==> src/rtl/fseq_pkg.sv <==
package fseq_pkg;
  typedef enum logic [1:0] {
    OP_PROG = 2'b00,
    OP_SECT = 2'b01,
    OP_CHIP = 2'b10,
    OP_NONE = 2'b11
  } fseq_op_e;

  typedef enum logic [2:0] {
    S_IDLE,
    S_WR_LO,
    S_WR_HI,
    S_RD_LO,
    S_RD_GAP
  } fseq_state_e;

  localparam logic [14:0] ADDR_A = 15'h5555;
  localparam logic [14:0] ADDR_B = 15'h2AAA;
  localparam logic [7:0]  CMD_K1 = 8'hAA;
  localparam logic [7:0]  CMD_K2 = 8'h55;
  localparam logic [7:0]  CMD_PGM = 8'hA0;
  localparam logic [7:0]  CMD_ERS = 8'h80;
  localparam logic [7:0]  CMD_SEC = 8'h30;
  localparam logic [7:0]  CMD_ALL = 8'h10;
endpackage

==> src/rtl/fseq_step_gen.sv <==
module fseq_step_gen
  import fseq_pkg::*;
#(
  parameter int AW = 17,
  parameter int DW = 16
) (
  input  fseq_op_e        op_i,
  input  logic [2:0]      idx_i,
  input  logic [AW-1:0]   tgt_addr_i,
  input  logic [DW-1:0]   tgt_data_i,
  output logic [AW-1:0]   addr_o,
  output logic [DW-1:0]   data_o,
  output logic            last_o
);
  localparam int AP = AW - 15;
  localparam int DP = DW - 8;

  logic [AW-1:0] a_a, a_b;
  assign a_a = {{AP{1'b0}}, ADDR_A};
  assign a_b = {{AP{1'b0}}, ADDR_B};

  function automatic logic [DW-1:0] cmd(input logic [7:0] b);
    return {{DP{1'b0}}, b};
  endfunction

  assign last_o = (op_i == OP_PROG) ? (idx_i == 3'd3) : (idx_i == 3'd5);

  always_comb begin
    addr_o = a_a;
    data_o = cmd(CMD_K1);
    unique case (idx_i)
      3'd0: begin addr_o = a_a; data_o = cmd(CMD_K1); end
      3'd1: begin addr_o = a_b; data_o = cmd(CMD_K2); end
      3'd2: begin
        addr_o = a_a;
        data_o = (op_i == OP_PROG) ? cmd(CMD_PGM) : cmd(CMD_ERS);
      end
      3'd3: begin
        if (op_i == OP_PROG) begin
          addr_o = tgt_addr_i;
          data_o = tgt_data_i;
        end else begin
          addr_o = a_a;
          data_o = cmd(CMD_K1);
        end
      end
      3'd4: begin addr_o = a_b; data_o = cmd(CMD_K2); end
      default: begin
        if (op_i == OP_SECT) begin
          addr_o = tgt_addr_i;
          data_o = cmd(CMD_SEC);
        end else begin
          addr_o = a_a;
          data_o = cmd(CMD_ALL);
        end
      end
    endcase
  end
endmodule

==> src/rtl/fseq_toggle_det.sv <==
module fseq_toggle_det #(
  parameter int POLL_LIMIT = 2_000_000
) (
  input  logic clk_i,
  input  logic rst_ni,
  input  logic clear_i,
  input  logic sample_i,
  input  logic bit_i,
  output logic settled_o,
  output logic exhausted_o
);
  localparam int PW = $clog2(POLL_LIMIT + 1);

  logic [PW-1:0] polls_q;
  logic          prev_q;
  logic          have_q;

  assign settled_o   = sample_i && have_q && (bit_i == prev_q);
  assign exhausted_o = sample_i && !settled_o && (polls_q == PW'(POLL_LIMIT - 1));

  always_ff @(posedge clk_i or negedge rst_ni) begin
    if (!rst_ni) begin
      polls_q <= '0;
      prev_q  <= 1'b0;
      have_q  <= 1'b0;
    end else if (clear_i) begin
      polls_q <= '0;
      have_q  <= 1'b0;
    end else if (sample_i) begin
      polls_q <= polls_q + 1'b1;
      prev_q  <= bit_i;
      have_q  <= 1'b1;
    end
  end
endmodule

==> src/rtl/flash_cmd_seq.sv <==
module flash_cmd_seq
  import fseq_pkg::*;
#(
  parameter int AW          = 17,
  parameter int DW          = 16,
  parameter int WE_LOW_CYC  = 4,
  parameter int WE_HIGH_CYC = 5,
  parameter int RD_CYC      = 4,
  parameter int RD_GAP_CYC  = 2,
  parameter int POLL_LIMIT  = 2_000_000
) (
  input  logic          clk_i,
  input  logic          rst_ni,
  input  logic          req_valid_i,
  output logic          req_ready_o,
  input  logic [1:0]    req_op_i,
  input  logic [AW-1:0] req_addr_i,
  input  logic [DW-1:0] req_data_i,
  input  logic          req_verify_i,
  output logic          done_o,
  output logic          timeout_o,
  output logic          verify_err_o,
  output logic          flash_ce_n_o,
  output logic          flash_oe_n_o,
  output logic          flash_we_n_o,
  output logic [AW-1:0] flash_addr_o,
  output logic [DW-1:0] flash_dq_o,
  output logic          flash_dq_oe_o,
  input  logic [DW-1:0] flash_dq_i
);
  localparam int M1   = (WE_LOW_CYC > WE_HIGH_CYC) ? WE_LOW_CYC : WE_HIGH_CYC;
  localparam int M2   = (RD_CYC > RD_GAP_CYC) ? RD_CYC : RD_GAP_CYC;
  localparam int MAXC = (M1 > M2) ? M1 : M2;
  localparam int CW   = $clog2(MAXC + 1);

  fseq_state_e   state_q;
  fseq_op_e      op_q;
  logic [CW-1:0] cnt_q;
  logic [2:0]    step_q;
  logic [AW-1:0] addr_q;
  logic [DW-1:0] data_q;
  logic          vfy_q, chk_q;
  logic          done_q, to_q, err_q;

  logic [AW-1:0] st_addr;
  logic [DW-1:0] st_data;
  logic          st_last;
  logic          rd_sample, settled, exhausted;

  fseq_step_gen #(.AW(AW), .DW(DW)) i_step (
    .op_i       (op_q),
    .idx_i      (step_q),
    .tgt_addr_i (addr_q),
    .tgt_data_i (data_q),
    .addr_o     (st_addr),
    .data_o     (st_data),
    .last_o     (st_last)
  );

  assign rd_sample = (state_q == S_RD_LO) && (cnt_q == '0);

  fseq_toggle_det #(.POLL_LIMIT(POLL_LIMIT)) i_tog (
    .clk_i       (clk_i),
    .rst_ni      (rst_ni),
    .clear_i     (state_q == S_IDLE),
    .sample_i    (rd_sample && !chk_q),
    .bit_i       (flash_dq_i[6]),
    .settled_o   (settled),
    .exhausted_o (exhausted)
  );

  always_ff @(posedge clk_i or negedge rst_ni) begin
    if (!rst_ni) begin
      state_q <= S_IDLE;
      op_q    <= OP_NONE;
      cnt_q   <= '0;
      step_q  <= '0;
      addr_q  <= '0;
      data_q  <= '0;
      vfy_q   <= 1'b0;
      chk_q   <= 1'b0;
      done_q  <= 1'b0;
      to_q    <= 1'b0;
      err_q   <= 1'b0;
    end else begin
      done_q <= 1'b0;
      to_q   <= 1'b0;
      err_q  <= 1'b0;
      unique case (state_q)
        S_IDLE: if (req_valid_i) begin
          op_q   <= fseq_op_e'(req_op_i);
          addr_q <= req_addr_i;
          data_q <= req_data_i;
          vfy_q  <= req_verify_i;
          chk_q  <= 1'b0;
          step_q <= '0;
          if (fseq_op_e'(req_op_i) == OP_NONE) begin
            done_q <= 1'b1;
          end else begin
            state_q <= S_WR_LO;
            cnt_q   <= CW'(WE_LOW_CYC - 1);
          end
        end
        S_WR_LO: if (cnt_q == '0) begin
          state_q <= S_WR_HI;
          cnt_q   <= CW'(WE_HIGH_CYC - 1);
        end else cnt_q <= cnt_q - 1'b1;
        S_WR_HI: if (cnt_q == '0) begin
          if (st_last) begin
            state_q <= S_RD_LO;
            cnt_q   <= CW'(RD_CYC - 1);
          end else begin
            step_q  <= step_q + 1'b1;
            state_q <= S_WR_LO;
            cnt_q   <= CW'(WE_LOW_CYC - 1);
          end
        end else cnt_q <= cnt_q - 1'b1;
        S_RD_LO: if (cnt_q == '0) begin
          if (chk_q) begin
            err_q   <= (flash_dq_i != data_q);
            done_q  <= 1'b1;
            state_q <= S_IDLE;
          end else if (settled) begin
            if (op_q == OP_PROG && vfy_q) begin
              chk_q   <= 1'b1;
              state_q <= S_RD_GAP;
              cnt_q   <= CW'(RD_GAP_CYC - 1);
            end else begin
              done_q  <= 1'b1;
              state_q <= S_IDLE;
            end
          end else if (exhausted) begin
            to_q    <= 1'b1;
            done_q  <= 1'b1;
            state_q <= S_IDLE;
          end else begin
            state_q <= S_RD_GAP;
            cnt_q   <= CW'(RD_GAP_CYC - 1);
          end
        end else cnt_q <= cnt_q - 1'b1;
        S_RD_GAP: if (cnt_q == '0) begin
          state_q <= S_RD_LO;
          cnt_q   <= CW'(RD_CYC - 1);
        end else cnt_q <= cnt_q - 1'b1;
        default: state_q <= S_IDLE;
      endcase
    end
  end

  logic wr_phase;
  assign wr_phase      = (state_q == S_WR_LO) || (state_q == S_WR_HI);
  assign req_ready_o   = (state_q == S_IDLE);
  assign done_o        = done_q;
  assign timeout_o     = to_q;
  assign verify_err_o  = err_q;
  assign flash_ce_n_o  = (state_q == S_IDLE);
  assign flash_we_n_o  = (state_q != S_WR_LO);
  assign flash_oe_n_o  = (state_q != S_RD_LO);
  assign flash_dq_oe_o = wr_phase;
  assign flash_addr_o  = wr_phase ? st_addr : addr_q;
  assign flash_dq_o    = wr_phase ? st_data : '0;
endmodule

==> config.mk <==
export PLATFORM = sky130hd
export DESIGN_NAME = flash_cmd_seq
export DESIGN_NICKNAME = d
export VERILOG_FILES = /design/src/rtl/fseq_pkg.sv /design/src/rtl/fseq_step_gen.sv /design/src/rtl/fseq_toggle_det.sv /design/src/rtl/flash_cmd_seq.sv
export SDC_FILE = /design/constraint.sdc
export NUM_CORES = 1
export LEC_CHECK = 0
export BUFFER_PORTS_ARGS = -buffer_cell sky130_fd_sc_hd__buf_4
export CAP_MARGIN = 40
export CORE_MARGIN = 10
export CORE_UTILIZATION = 30
export DETAILED_ROUTE_END_ITERATION = 6
export PLACE_DENSITY = 0.59
export RECOVER_POWER = 50
export SLEW_MARGIN = 10
export SYNTH_ARGS = -nofsm -noshare
export SYNTH_HDL_FRONTEND = slang
export SYNTH_HIERARCHICAL = 1
export SYNTH_SLANG_ARGS = --single-unit
export TNS_END_PERCENT = 50
==> constraint.sdc <==
create_clock -name clk_i -period 3 [get_ports clk_i]
set_clock_uncertainty 0.15 [all_clocks]
set_input_delay 0.3 -clock clk_i [delete_from_list [all_inputs] [get_ports clk_i]]
set_output_delay 0.3 -clock clk_i [all_outputs]
set_load 0.02 [all_outputs]
==> impl_metrics.tcl <==
set metrics [dict create \
    multiInputGateArea_sq_um 2320 \
    worstPathArrival_ps 2330 \
    overflow 0 \
    max_stage_delay_ps 470 \
    start_util_pct 30.9 \
    clock_sinks 72 \
    io_pins 96 \
    final.setup.worst_slack_ps 216 \
    path_cells "clkbuf_1 -> xnor2_1 -> nor2_2 -> buf_4 -> mux2_2 -> buf_4" \
    cts-root-buf "clkbuf_16" \
    area_delta_synth_final_pct 30.1 \
    fmax_mhz 359 \
    hpwl_um 8740 \
    cts_buffers 9 \
    yosysSeqAreaShare_pct 41.8 \
    power_density_nw_per_um2 414 \
    violations "capacitance limit, slew limit" \
    slowest_stage "clkbuf_1" \
    crit_type "flip-flop to output port" \
    rsz0062_at_grt "false" \
    grt_pass1_wl_um 19800 \
    via_count 3788 \
    cp_top_family "buffers and inverters" \
    end_kind "output port" \
    dieArea_sq_um 19600 \
    pre_cts_ws_ps 249 \
    synth_nets 551 \
    status "finished with violations" \
    drc 0 \
    antenna_left 0 \
    slew_violations 74 \
    dr.pass1.iters 4 \
    yosys_most_used_dff "dfrtp_1" \
    finalSetupViolCount 0 \
    power_mw 2.33 \
    synth_cells 494 \
    ff_latch_area_sq_um 1800 \
    critPathLaunchType "flip-flop" \
    crit_required_ps 2550 \
    h-tree-depth 3 \
    worst_ir_drop_vdd_uv 255 \
    crit_buf_inv 3 \
    core-area_sq_um 14000 \
    synth_area_sq_um 4320 \
    synth.distinct_cells 60 \
    grt_start_max_net_pins 41 \
    rows 43 \
    clockBufferDepth 2 \
    port_buffers 95 \
    n_fill_cell 1443 \
    hold_class "input pin to flip-flop" \
    die_w_um 140 \
    path_clk_slew_ps 60 \
    wirelength_um 12200 \
    tightest_slew_ps 1880 \
    grt_pass1_vias 3829 \
    cap_violations 2 \
    relSlewSlack_pct -25.5 \
    drt_iter0_drc 295 \
    num-nets-final 653 \
    leakage_nw 2.77 \
    wl_per_cell_um 15.6 \
    finalCriticalPeriod_ps 2780 \
    async_flop_share_pct 100 \
    min_period_over_period_pct 92.8 \
    synth_seq_cells 72 \
    routabilityCongestion 0.843 \
    post_cts_buffers 0 \
    crit_path_frequent_cell "buf_4" \
    drive_gt1_share_pct 24.6 \
    whs_ps 6.88 \
    crit_fanout 34 \
    grt_util_all_layers_pct 12.2 \
    synth-edff-count 0 \
    finalSetupTns_ps 0 \
    clock_latency_ps 340 \
    hold_viol_final 0 \
    finish.utilization_pct 40.2 \
    antenna_found_initial 0 \
    cts_tree "done" \
    die_h_um 140 \
    viasPerCell 4.85 \
    yosysWarnings 6 \
    avgSynthCellArea_sq_um 8.75 \
    diodes 0 \
]
## per-layer routing
| metal | global-route usage, % | vias up | part of all wire [%] |
|---|---|---|---|
| li1 | - | 1893 | - |
| met1 | 15.0 | 1778 | 47 |
| met2 | 19.5 | 99 | 45 |
| met3 | 3.72 | 18 | 5.9 |
| met4 | 4.62 | 0 | 1.9 |
| met5 | 0 | - | 0 |
## metrics by stage
stage	area, sq um	instances
after global routing	5620	781
after global placement	5160	752
final	5620	781
after detailed placement	5180	753
after CTS	5650	781
after floorplan	4320	494
## layout make-up
class	instances	share of cell area, %
inverters	5	0.334
clock buffers	11	4.32
multi-input cells	389	41.2
clock inverters	5	1.85
repair buffers	119	16.2
well taps	180	4.01
flip-flops and latches	72	32.1
## kinds of logic after synthesis
kind of cell | Yosys count | synth area share (%)
simple gates | 251 | 28.2
compound gates | 81 | 12.5
flops | 72 | 41.8
mux | 24 | 6.08
xor+xnor | 31 | 6.28
fa+ha+maj | 2 | 0.579
buf+inv | 33 | 4.66
## cell usage in the layout (no fill, tap or decap), types with 3 or more instances in the layout
| cell type | instances |
|---|---|
| a21o_1 | 9 |
| o31ai_1 | 3 |
| nor2b_1 | 3 |
| clkbuf_1 | 8 |
| nor3b_1 | 4 |
| mux2i_1 | 6 |
| nor2_1 | 27 |
| xor2_1 | 22 |
| or4_1 | 5 |
| nand3b_1 | 3 |
| and2_1 | 25 |
| a21boi_0 | 3 |
| nor3_1 | 6 |
| inv_1 | 5 |
| or2_2 | 3 |
| bufinv_16 | 3 |
| o21ai_1 | 3 |
| buf_4 | 99 |
| dfrtp_1 | 70 |
| or3_1 | 7 |
| nand2_1 | 124 |
| o21a_1 | 9 |
| o21ai_0 | 16 |
| clkbuf_16 | 9 |
| xnor2_1 | 9 |
| dlygate4sd3_1 | 12 |
| a21oi_1 | 19 |
| nand2b_1 | 4 |
| nand4_1 | 6 |
| nor4_1 | 5 |
| nand3_1 | 12 |
| mux2_2 | 18 |
## flip-flops by register name, summed over array words and instances (netlist names), 2 cells and up
signal and cells:
data_q 16, step_q 3, state_q 3, i_tog/polls_q 21, addr_q 17, cnt_q 3
op_q 2
## cells in the mapped netlist, types with 6 or more instances
master / number / area [sq um]
nand2_1: 124 / 465
dfrtp_1: 70 / 1750
nor2_1: 27 / 101
and2_1: 25 / 156
xor2_1: 22 / 193
a21oi_1: 19 / 95.1
mux2_2: 18 / 203
o21ai_0: 15 / 75.1
nand3_1: 12 / 60.1
a21o_1: 9 / 67.6
o21a_1: 9 / 67.6
xnor2_1: 9 / 78.8
buf_2: 8 / 40.0
buf_4: 8 / 60.1
clkbuf_1: 7 / 26.3
nor3_1: 7 / 35.0
or3_1: 7 / 43.8
mux2i_1: 6 / 60.1
nand4_1: 6 / 37.5
## final timing paths
kind | from | endpoint | slack [ps] | cells after the start
hold reg to reg | vfy_q | vfy_q | 340 | 2
hold / removal | req_addr_i[2] | addr_q[2] | 7 | 3
min in group asynchronous | rst_ni | data_q[8] | 870 | 2
setup reg to reg | cnt_q[2] | i_tog/polls_q[20] | 230 | 7
max in group asynchronous | rst_ni | addr_q[0] | 740 | 2
setup / recovery | state_q[0] | flash_addr_o[4] | 220 | 6
## power by group
| part | switching, mW | internal [mW] |
|---|---|---|
| sequential | 0 | 0.971 |
| combinational | 0.0424 | 0.0631 |
| clock | 0.417 | 0.835 |
## worst register-to-register path, stage by stage (launching register included)
cell	delay, ps
dfrtp_1	460
nor3_1	290
nand3_1	140
nor2_1	210
nand3_1	170
or4_1	670
or4_1	440
a21oi_1	160
## repair_timing
item | CTS | global route
hold buffers | 12 | 0
hold endpoints to repair | 43 | 0
resized for setup | 0 | 0
(Power assumes the default switching activity.)
